$ cat src/rtl/sgev_pkg.sv
package sgev_pkg;

    typedef enum logic [1:0] {
        EV_NONE = 2'b00,
        EV_RISE = 2'b01,
        EV_FALL = 2'b10,
        EV_ANY  = 2'b11
    } ev_code_e;

    typedef enum logic [1:0] {
        ST_OFF   = 2'd0,
        ST_PRIME = 2'd1,
        ST_ARMED = 2'd2
    } trk_state_e;

    function automatic logic code_wants_rise(input ev_code_e c);
        return (c == EV_RISE) || (c == EV_ANY);
    endfunction

    function automatic logic code_wants_fall(input ev_code_e c);
        return (c == EV_FALL) || (c == EV_ANY);
    endfunction

endpackage

$ cat src/rtl/sgev_frame_tracker.sv
module sgev_frame_tracker
    import sgev_pkg::*;
#(
    parameter int W = 64
) (
    input  logic         clk,
    input  logic         rst_n,
    input  logic         if_enable,
    input  logic         frame_valid,
    input  logic [W-1:0] frame_data,
    output logic [W-1:0] rise_o,
    output logic [W-1:0] fall_o
);

    trk_state_e   state_q, state_d;
    logic [W-1:0] ref_q;
    logic         capture;

    // state register
    always_ff @(posedge clk or negedge rst_n) begin
        if (!rst_n) state_q <= ST_OFF;
        else        state_q <= state_d;
    end

    // transitions
    always_comb begin
        state_d = state_q;
        unique case (state_q)
            ST_OFF: begin
                if (if_enable) state_d = ST_PRIME;
            end
            ST_PRIME: begin
                if (!if_enable)       state_d = ST_OFF;
                else if (frame_valid) state_d = ST_ARMED;
            end
            ST_ARMED: begin
                if (!if_enable) state_d = ST_OFF;
            end
            default: state_d = ST_OFF;
        endcase
    end

    // outputs
    always_comb begin
        capture = 1'b0;
        rise_o  = '0;
        fall_o  = '0;
        unique case (state_q)
            ST_OFF: begin
                capture = 1'b0;
            end
            ST_PRIME: begin
                capture = if_enable && frame_valid;
            end
            ST_ARMED: begin
                if (if_enable && frame_valid) begin
                    capture = 1'b1;
                    rise_o  = frame_data & ~ref_q;
                    fall_o  = ~frame_data & ref_q;
                end
            end
            default: capture = 1'b0;
        endcase
    end

    // reference frame
    always_ff @(posedge clk or negedge rst_n) begin
        if (!rst_n)       ref_q <= '0;
        else if (capture) ref_q <= frame_data;
    end

    AST_DISABLE_TO_OFF: assert property (@(posedge clk) disable iff (!rst_n)
        !if_enable |=> (state_q == ST_OFF));

    AST_ARM_AFTER_FRAME: assert property (@(posedge clk) disable iff (!rst_n)
        (state_q == ST_ARMED && $past(state_q) != ST_ARMED) |-> $past(frame_valid));

endmodule

$ cat src/rtl/sgev_bank.sv
module sgev_bank
    import sgev_pkg::*;
#(
    parameter int BW = 8
) (
    input  logic            clk,
    input  logic            rst_n,
    input  logic            bank_on,
    input  logic            cfg_we,
    input  logic [2*BW-1:0] cfg_wdata,
    input  logic [BW-1:0]   sts_clr,
    input  logic [BW-1:0]   rise_i,
    input  logic [BW-1:0]   fall_i,
    output logic [2*BW-1:0] cfg_o,
    output logic [BW-1:0]   sts_o
);

    localparam int CW = 2 * BW;

    logic [CW-1:0] cfg_q;
    logic [BW-1:0] sts_q;
    logic [BW-1:0] hit;

    for (genvar i = 0; i < BW; i++) begin : g_bit
        ev_code_e code;
        assign code   = ev_code_e'(cfg_q[2*i +: 2]);
        assign hit[i] = bank_on &&
                        ((rise_i[i] && code_wants_rise(code)) ||
                         (fall_i[i] && code_wants_fall(code)));

        AST_STS_STICKY: assert property (@(posedge clk) disable iff (!rst_n)
            (sts_q[i] && !sts_clr[i]) |=> sts_q[i]);

        AST_SET_NEEDS_CODE: assert property (@(posedge clk) disable iff (!rst_n)
            $rose(sts_q[i]) |-> ($past(cfg_q[2*i +: 2]) != 2'b00));
    end

    always_ff @(posedge clk or negedge rst_n) begin
        if (!rst_n)      cfg_q <= '0;
        else if (cfg_we) cfg_q <= cfg_wdata;
    end

    // event beats clear on the same bit
    always_ff @(posedge clk or negedge rst_n) begin
        if (!rst_n) sts_q <= '0;
        else        sts_q <= (sts_q & ~sts_clr) | hit;
    end

    assign cfg_o = cfg_q;
    assign sts_o = sts_q;

    AST_MASKED_BANK_QUIET: assert property (@(posedge clk) disable iff (!rst_n)
        !bank_on |=> ((sts_q & ~$past(sts_q)) == '0));

endmodule

$ cat src/rtl/sgev_regdec.sv
module sgev_regdec #(
    parameter int BANKS    = 8,
    parameter int BW       = 8,
    parameter int ADDR_W   = 6,
    parameter int CFG_BASE = 16,
    parameter int STS_BASE = 32
) (
    input  logic                   wr_en,
    input  logic [ADDR_W-1:0]      wr_addr,
    input  logic [2*BW-1:0]        wr_data,
    input  logic [ADDR_W-1:0]      rd_addr,
    input  logic [BANKS*2*BW-1:0]  cfg_all,
    input  logic [BANKS*BW-1:0]    sts_all,
    output logic [BANKS-1:0]       cfg_we,
    output logic [BANKS*BW-1:0]    sts_clr,
    output logic [2*BW-1:0]        rd_data
);

    localparam int CW = 2 * BW;

    for (genvar b = 0; b < BANKS; b++) begin : g_dec
        localparam logic [ADDR_W-1:0] CFG_A = ADDR_W'(CFG_BASE + 2 * b);
        localparam logic [ADDR_W-1:0] STS_A = ADDR_W'(STS_BASE + b);
        assign cfg_we[b]           = wr_en && (wr_addr == CFG_A);
        assign sts_clr[b*BW +: BW] = (wr_en && (wr_addr == STS_A)) ? wr_data[BW-1:0] : '0;
    end

    always_comb begin
        rd_data = '0;
        for (int b = 0; b < BANKS; b++) begin
            if (rd_addr == ADDR_W'(CFG_BASE + 2 * b))
                rd_data = cfg_all[b*CW +: CW];
            if (rd_addr == ADDR_W'(STS_BASE + b))
                rd_data = {{(CW-BW){1'b0}}, sts_all[b*BW +: BW]};
        end
    end

endmodule

$ cat src/rtl/sgev_ctrl.sv
module sgev_ctrl
    import sgev_pkg::*;
#(
    parameter int BANKS    = 8,
    parameter int BANK_W   = 8,
    parameter int ADDR_W   = 6,
    parameter int CFG_BASE = 16,
    parameter int STS_BASE = 32,
    parameter int PCNT_W   = $clog2(BANKS + 1)
) (
    input  logic                     clk,
    input  logic                     rst_n,
    input  logic                     if_enable,
    input  logic                     frame_valid,
    input  logic [BANKS*BANK_W-1:0]  frame_data,
    input  logic [PCNT_W-1:0]        in_port_cnt,
    input  logic                     wr_en,
    input  logic [ADDR_W-1:0]        wr_addr,
    input  logic [2*BANK_W-1:0]      wr_data,
    input  logic [ADDR_W-1:0]        rd_addr,
    output logic [2*BANK_W-1:0]      rd_data,
    output logic                     irq
);

    localparam int NIN = BANKS * BANK_W;
    localparam int CW  = 2 * BANK_W;

    logic [NIN-1:0]      rise, fall;
    logic [BANKS*CW-1:0] cfg_all;
    logic [NIN-1:0]      sts_all;
    logic [NIN-1:0]      sts_clr;
    logic [BANKS-1:0]    cfg_we;

    sgev_frame_tracker #(.W(NIN)) u_trk (
        .clk         (clk),
        .rst_n       (rst_n),
        .if_enable   (if_enable),
        .frame_valid (frame_valid),
        .frame_data  (frame_data),
        .rise_o      (rise),
        .fall_o      (fall)
    );

    sgev_regdec #(
        .BANKS(BANKS), .BW(BANK_W), .ADDR_W(ADDR_W),
        .CFG_BASE(CFG_BASE), .STS_BASE(STS_BASE)
    ) u_dec (
        .wr_en   (wr_en),
        .wr_addr (wr_addr),
        .wr_data (wr_data),
        .rd_addr (rd_addr),
        .cfg_all (cfg_all),
        .sts_all (sts_all),
        .cfg_we  (cfg_we),
        .sts_clr (sts_clr),
        .rd_data (rd_data)
    );

    for (genvar b = 0; b < BANKS; b++) begin : g_bank
        logic bank_on;
        assign bank_on = (in_port_cnt > PCNT_W'(b));

        sgev_bank #(.BW(BANK_W)) u_bank (
            .clk       (clk),
            .rst_n     (rst_n),
            .bank_on   (bank_on),
            .cfg_we    (cfg_we[b]),
            .cfg_wdata (wr_data),
            .sts_clr   (sts_clr[b*BANK_W +: BANK_W]),
            .rise_i    (rise[b*BANK_W +: BANK_W]),
            .fall_i    (fall[b*BANK_W +: BANK_W]),
            .cfg_o     (cfg_all[b*CW +: CW]),
            .sts_o     (sts_all[b*BANK_W +: BANK_W])
        );
    end

    assign irq = |sts_all;

    AST_IRQ_FROM_FRAME: assert property (@(posedge clk) disable iff (!rst_n)
        $rose(irq) |-> $past(frame_valid && if_enable));

    AST_IRQ_HOLDS: assert property (@(posedge clk) disable iff (!rst_n)
        (irq && !wr_en) |=> irq);

endmodule

$ cat config.mk
export PLATFORM = sky130hd
export DESIGN_NAME = sgev_ctrl
export DESIGN_NICKNAME = d
export VERILOG_FILES = /design/src/rtl/sgev_pkg.sv /design/src/rtl/sgev_frame_tracker.sv /design/src/rtl/sgev_bank.sv /design/src/rtl/sgev_regdec.sv /design/src/rtl/sgev_ctrl.sv
export SDC_FILE = /design/constraint.sdc
export NUM_CORES = 1
export LEC_CHECK = 0
export ABC_AREA = 0
export BUFFER_PORTS_ARGS = -buffer_cell sky130_fd_sc_hd__buf_2
export CAP_MARGIN = 20
export CELL_PAD_IN_SITES_DETAIL_PLACEMENT = 1
export CELL_PAD_IN_SITES_GLOBAL_PLACEMENT = 2
export CORE_ASPECT_RATIO = 0.6
export CORE_MARGIN = 5
export CORE_UTILIZATION = 44
export CTS_CLUSTER_SIZE = 10
export DETAILED_ROUTE_END_ITERATION = 6
export MAX_ROUTING_LAYER = met4
export PLACE_DENSITY_LB_ADDON = 0.15
export RECOVER_POWER = 100
export SLEW_MARGIN = 20
export SYNTH_ARGS = -nofsm -noshare
export SYNTH_HDL_FRONTEND = slang
export SYNTH_HIERARCHICAL = 1
export SYNTH_SLANG_ARGS = --single-unit
$ cat constraint.sdc
create_clock -name clk -period 6.05 [get_ports clk]
set_clock_uncertainty 0.2 [all_clocks]
set_input_delay 0.605 -clock clk [delete_from_list [all_inputs] [get_ports clk]]
set_output_delay 0.605 -clock clk [all_outputs]
set_load 0.02 [all_outputs]
Word-level counts from Yosys, hierarchy flattened
Cells that the tools add are included.
- magnitude comparators: 8
- equal/unequal tests: 229
- muxes and demuxes: 35
- bitwise logic cells: 28
- reduce and logical (&&, ||, !) cells: 404
- operators with widths (operator ; count):
    $eq A2 B2 Y1 const B ; 129
    $mux W16 ; 16
    $mux W64 ; 4
    $logic_and A1 B1 Y1 ; 209
    $logic_or A1 B1 Y1 ; 192
    $eq A2 B1 Y1 const B ; 65
    $and A64 B64 Y64 ; 2
    $not A64 Y64 ; 2
    $eq A6 B5 Y1 const B ; 16
    $eq A6 B6 Y1 const B ; 16
    $and A8 B8 Y8 ; 8
    $mux W8 ; 8
    $not A8 Y8 ; 8
    $or A8 B8 Y8 ; 8
    $reduce_or A64 Y1 ; 1
    $gt A4 B3 Y1 const B ; 4
    $gt A4 B1 Y1 const B ; 2
    $gt A4 B2 Y1 const B ; 2
    $mux W2 ; 4
    $pmux W2 S3 ; 1
    $ne A2 B2 Y1 const B ; 2
    $ne A3 B3 Y1 const B ; 1
    $reduce_and A3 Y1 ; 1
    $logic_not A2 Y1 ; 1
    2 further kinds ; 2
- bits in registers: 258
- input bits: 101
- output and inout bits: 17
- logic and storage cells: 722

Logic depth before layout (Yosys ltp)
- depth in word-level cells: 17
- depth in mapped cells: 8
- depth with buffers taken out: 6

Modules after synthesis
The synthesis kept the hierarchy.
- by module, submodules not included (module ; times used ; cells an instance ; area each (sq um)):
    sgev_bank ; 8 ; 67 ; 993.5
    sgev_frame_tracker ; 1 ; 295 ; 3709.8
    sgev_regdec ; 1 ; 348 ; 2373.5
    sgev_ctrl ; 1 ; 29 ; 192.7

Worst setup path after synthesis
Ideal clock, no wire load.
- kind: input to output
- from: input rd_addr[5]
- to: output rd_data[4]
- arrival time: 2.390 ns
- path slack: 2.855 ns
- cell stages on the path: 7
- buffers on the path: 2
- path through: buf_6 -> or4b_4 -> nor3_4 -> buf_6 -> a21oi_1 -> a211o_1 -> a21oi_1
- cells in the longest elaborated chain, start to end: 17
- elaborated cells between the ends (all ways): 32
- those cells by class: 16 x eq/ne; 16 x mux
- ends and longest elaborated chain (what ; RTL line ; source):
    start: declaration ; sgev_ctrl.sv:20 ; input logic [ADDR_W-1:0] rd_addr,
    $eq A6 B5 Y1 ; sgev_regdec.sv:31 ; if (rd_addr == ADDR_W'(CFG_BASE + 2 * b))
    $mux W16 ; sgev_regdec.sv:31 ;
    $mux W16 ; sgev_regdec.sv:33 ; if (rd_addr == ADDR_W'(STS_BASE + b))
    $mux W16 ; sgev_regdec.sv:31 ;
    $mux W16 ; sgev_regdec.sv:33 ;
    $mux W16 ; sgev_regdec.sv:31 ;
    $mux W16 ; sgev_regdec.sv:33 ;
    $mux W16 ; sgev_regdec.sv:31 ;
    $mux W16 ; sgev_regdec.sv:33 ;
    $mux W16 ; sgev_regdec.sv:31 ;
    $mux W16 ; sgev_regdec.sv:33 ;
    $mux W16 ; sgev_regdec.sv:31 ;
    $mux W16 ; sgev_regdec.sv:33 ;
    $mux W16 ; sgev_regdec.sv:31 ;
    $mux W16 ; sgev_regdec.sv:33 ;
    $mux W16 ; sgev_regdec.sv:31 ;
    $mux W16 * ; sgev_regdec.sv:33 ;
    end: declaration ; sgev_ctrl.sv:21 ; output logic [2*BANK_W-1:0] rd_data,
Every way passes the cells marked *; elsewhere a longest branch is shown, timed or not.

Worst setup path in the final report
- from: input rd_addr[0]
- to: output rd_data[7]
Same word-level chain as after synthesis.

==> results.yml <==
finish:
  drive_gt1_share_pct: 22.2
  ff_latch_area_sq_um: 6460
  fill_cells: 3517
  area_growth_syn_to_layout_pct: 7.70
  multi_input_area_sq_um: 6590
  nets: 1416
status:
  run_status: "finished, violations left"
  violations: "max-capacitance violations, max-slew violations"
detailed_routing:
  wl_met2_microns: 22600
  drt-total-wl_microns: 55200
  viasPerCell: 6.37
  drt.antenna.violating_nets: 0
  wl_met1_microns: 27300
  drc: 0
  dr_wl_met3_microns: 4260
  drtIter0Drc: 1152
  wire_per_inst_microns: 31.7
  drt_pass1_iterations: 5
  highest_layer: "met4"
  vias: 11085
timing:
  period_needed_ps: 4990
  fmax_mhz: 200
  finalMaxSlewViolations: 296
  relSlewSlack_pct: -122
  setup_tns_ps: 0
  hold_viol: 0
  setup_viol: 0
  period_share_pct: 82.6
  rsz0062_at_grt: "no"
  tightest_slew_ps: 3330
yosys:
  synth_top_family_by_area: "multiplexers"
  synthFlopType: "dfrtp_1"
  synth-simple-area-share_pct: 16.0
  synthesis.area_sq_um: 14200
  ys_ff_latch: 258
  synth-compound-area-share_pct: 13.5
  synth-edff-count: 0
  syn-num-nets: 1313
  yosys_warnings: 6
  synthMuxAreaShare_pct: 18.6
  synthXorXnorAreaFrac_pct: 0
  synth.distinct_cells: 63
  synthCells: 1208
  synthAdderAreaFrac_pct: 0.352
  seq_area_frac_synth_pct: 45.4
  syn_area_per_cell_sq_um: 11.8
  synth-async-reset-ratio_pct: 100
placed_design:
  place_hpwl_microns: 40600
  portBuffers: 117
  gp_congestion: 0.980
floorplan:
  row_count: 51
  dieWidth_microns: 242
  initial_core_util_pct: 44.2
  die_area_sq_um: 36100
  core-area_sq_um: 32200
  chipHeight_microns: 149
  io_pins: 118
worst_setup_path:
  max_stage_delay_ps: 970
  worstRegToRegCells: 7
  cpMostUsedCell: "clkbuf_1"
  cp.required_ps: 5240
  worst-setup-path-type: "in -> out"
  start_kind: "primary input"
  critPathMaxFanout: 39
  r2r_setup_slack_ps: 1400
  crit_slowest_cell: "nor3_1"
  end_kind: "output pin"
  cp_data_arrival_time_ps: 4190
  crit_chain: "buf_2 -> nand4bb_1 -> clkbuf_1 -> nor3_1 -> clkbuf_1 -> a221oi_2 -> a2111o_1 -> a21oi_1 -> clkbuf_1"
pwr:
  p_total_mw: 5.06
  comb_power_share_pct: 18.1
  power_density_nw_per_um2: 330
  power_leakage_nw: 6.57
  power_frac_seq_pct: 51.0
  p_int_mw: 3.48
  p_clk_share_pct: 30.9
  p_sw_mw: 1.57
  vdd_drop_max_mv: 0.255
  swShare_pct: 31.1
clock_network:
  clk_pin_slew_ps: 60
  post_cts.repair.setup_buffers: 0
  clkLatencyLatePin_ps: 560
  cts_sinks: 258
  clockBufferDepth: 3
  h-tree-depth: 1
  cts_root_buffer: "clkbuf_16"
  cts_tree: "built"
  cts_inserted_buffers: 29
grt:
  antenna_found_initial: 3
  overflow: 0
  grt_pass1_wl_microns: 80000
  grt_usage_pct: 30.8
  grt_max_degree: 129
  first_global_vias: 11211
worst_hold_path:
  hold_class: "in -> reg"
  holdPathStages: 2
run:
  max_cap_viol_count: 6
## final timing paths
path | startpoint | end
max | rd_addr[0] | rd_data[7]
min | frame_data[59] | u_trk/ref_q[59]
max reg2reg | u_trk/state_q[0] | g_bank[0].u_bank/sts_o[6]
min reg2reg | u_trk/ref_q[32] | u_trk/ref_q[32]
max in group asynchronous | rst_n | u_trk/ref_q[26]
min in group asynchronous | rst_n | u_trk/state_q[0]
## per-stage QoR
| stage | hold WS, ps | cells | worst slack [ps] | instance area, sq um | utilization (%) |
|---|---|---|---|---|---|
| finish | 95.5 | 1739 | 1060 | 15300 | 47.6 |
| global route | 93.5 | 1735 | 913 | 15300 | 47.6 |
| CTS | 74.2 | 1735 | 1940 | 15700 | 48.8 |
| detailed placement | 315 | 1703 | 1940 | 14900 | 46.5 |
| global placement | 302 | 1703 | 1930 | 14900 | 46.4 |
| floorplan | 109 | 1208 | 2850 | 14200 | - |
## power by group through the flow
| stage | registers, mW | logic, mW | clock network, mW |
|---|---|---|---|
| 2_1_floorplan | 2.37 | 0.751 | 0 |
| 3_3_place_gp | 2.56 | 0.936 | 0 |
| 3_5_place_dp | 2.58 | 0.974 | 0 |
| 4_1_cts | 2.56 | 0.979 | 1.59 |
| 5_1_grt | 2.61 | 0.996 | 1.66 |
| 6_report | 2.58 | 0.916 | 1.56 |
## final cells by class
type                       instances  share of cell area (%)
antenna                            4                  0.0653
tap                              424                    3.46
clock buffer                      30                    4.83
sequential                       258                    42.1
timing repair buffer             137                    4.55
clock inverter                     1                  0.0572
multi-input combinational        809                    43.0
inverter                          76                    1.86
## synthesized netlist by cell type, types with 4 or more instances
cell type  instances  share of area [%]
nand3_1           19               0.67
a2111oi_0          8               0.49
o2bb2ai_1          8               0.49
nand4_1           12               0.53
buf_2             11               0.39
buf_6             20                1.6
mux2_4            85                9.0
nor3_1            11               0.39
a41oi_1            8               0.49
nand2b_1          14               0.62
a21oi_1           15               0.53
a22oi_1           79                4.2
o22ai_1           73                3.2
mux2_2           108                8.6
o21a_1             8               0.42
a221oi_1          15               0.92
or2_2              4               0.18
o32ai_1            8               0.49
nor2_1            31               0.82
nand4b_1           8               0.49
a21o_1             4               0.21
a221o_1            7               0.49
mux2i_1           15                1.1
a211o_1            7               0.43
clkbuf_8           6               0.58
nor4_1            15               0.66
inv_1             76                2.0
nand2_1            7               0.18
clkbuf_1          15               0.40
dfrtp_1          258                 45
buf_12             8                1.1
a22o_1             9               0.55
and2_1            65                2.9
nor3b_1          129                6.8
ha_1               4               0.35
## what timing repair did
item                                   in CTS  in global routing
gates resized for setup                     0                  0
endpoints found under the hold margin      62                  0
hold buffers                                1                  0
## cell families after synthesis
kind of cell	count (synthesis)
and+or+nand+nor	339
muxes	208
adders and majority gates	4
buffers and inverters	141
AOI/OAI and AO/OA	258
DFF	258
## state kept, by name, indices dropped and copies added (netlist names)
name                 count
g_bank.u_bank/sts_o     64
g_bank.u_bank/cfg_o    128
u_trk/state_q            2
u_trk/ref_q             64
## routing by layer
metal | GRT usage, % | up-vias
met5 | - | -
met1 | 46.8 | 5839
met4 | 5.10 | 0
li1 | - | 4765
met2 | 42.9 | 415
met3 | 6.39 | 66
## worst max-delay path, delay by kind of cell
kind	cells	cell delay, ps
buf+inv	4	1430
compound gates	3	860
simple gates	2	1280
## cell usage in the layout (no fill, tap or decap), drive strengths merged, types with 8 or more instances in the layout
master / n
a41oi: 8
clkbuf: 52
nand4b: 8
a21oi: 15
buf: 114
o21a: 8
mux2: 193
o22ai: 73
dfrtp: 258
and2: 66
a22oi: 79
a22o: 9
nand2b: 15
mux2i: 15
nor3: 13
nand3: 20
nand4: 12
nor4: 16
o2bb2ai: 8
a2111oi: 8
a221oi: 16
nor2: 31
inv: 77
nor3b: 129
o32ai: 8
No activity file was read; power rests on OpenSTA's default activity.
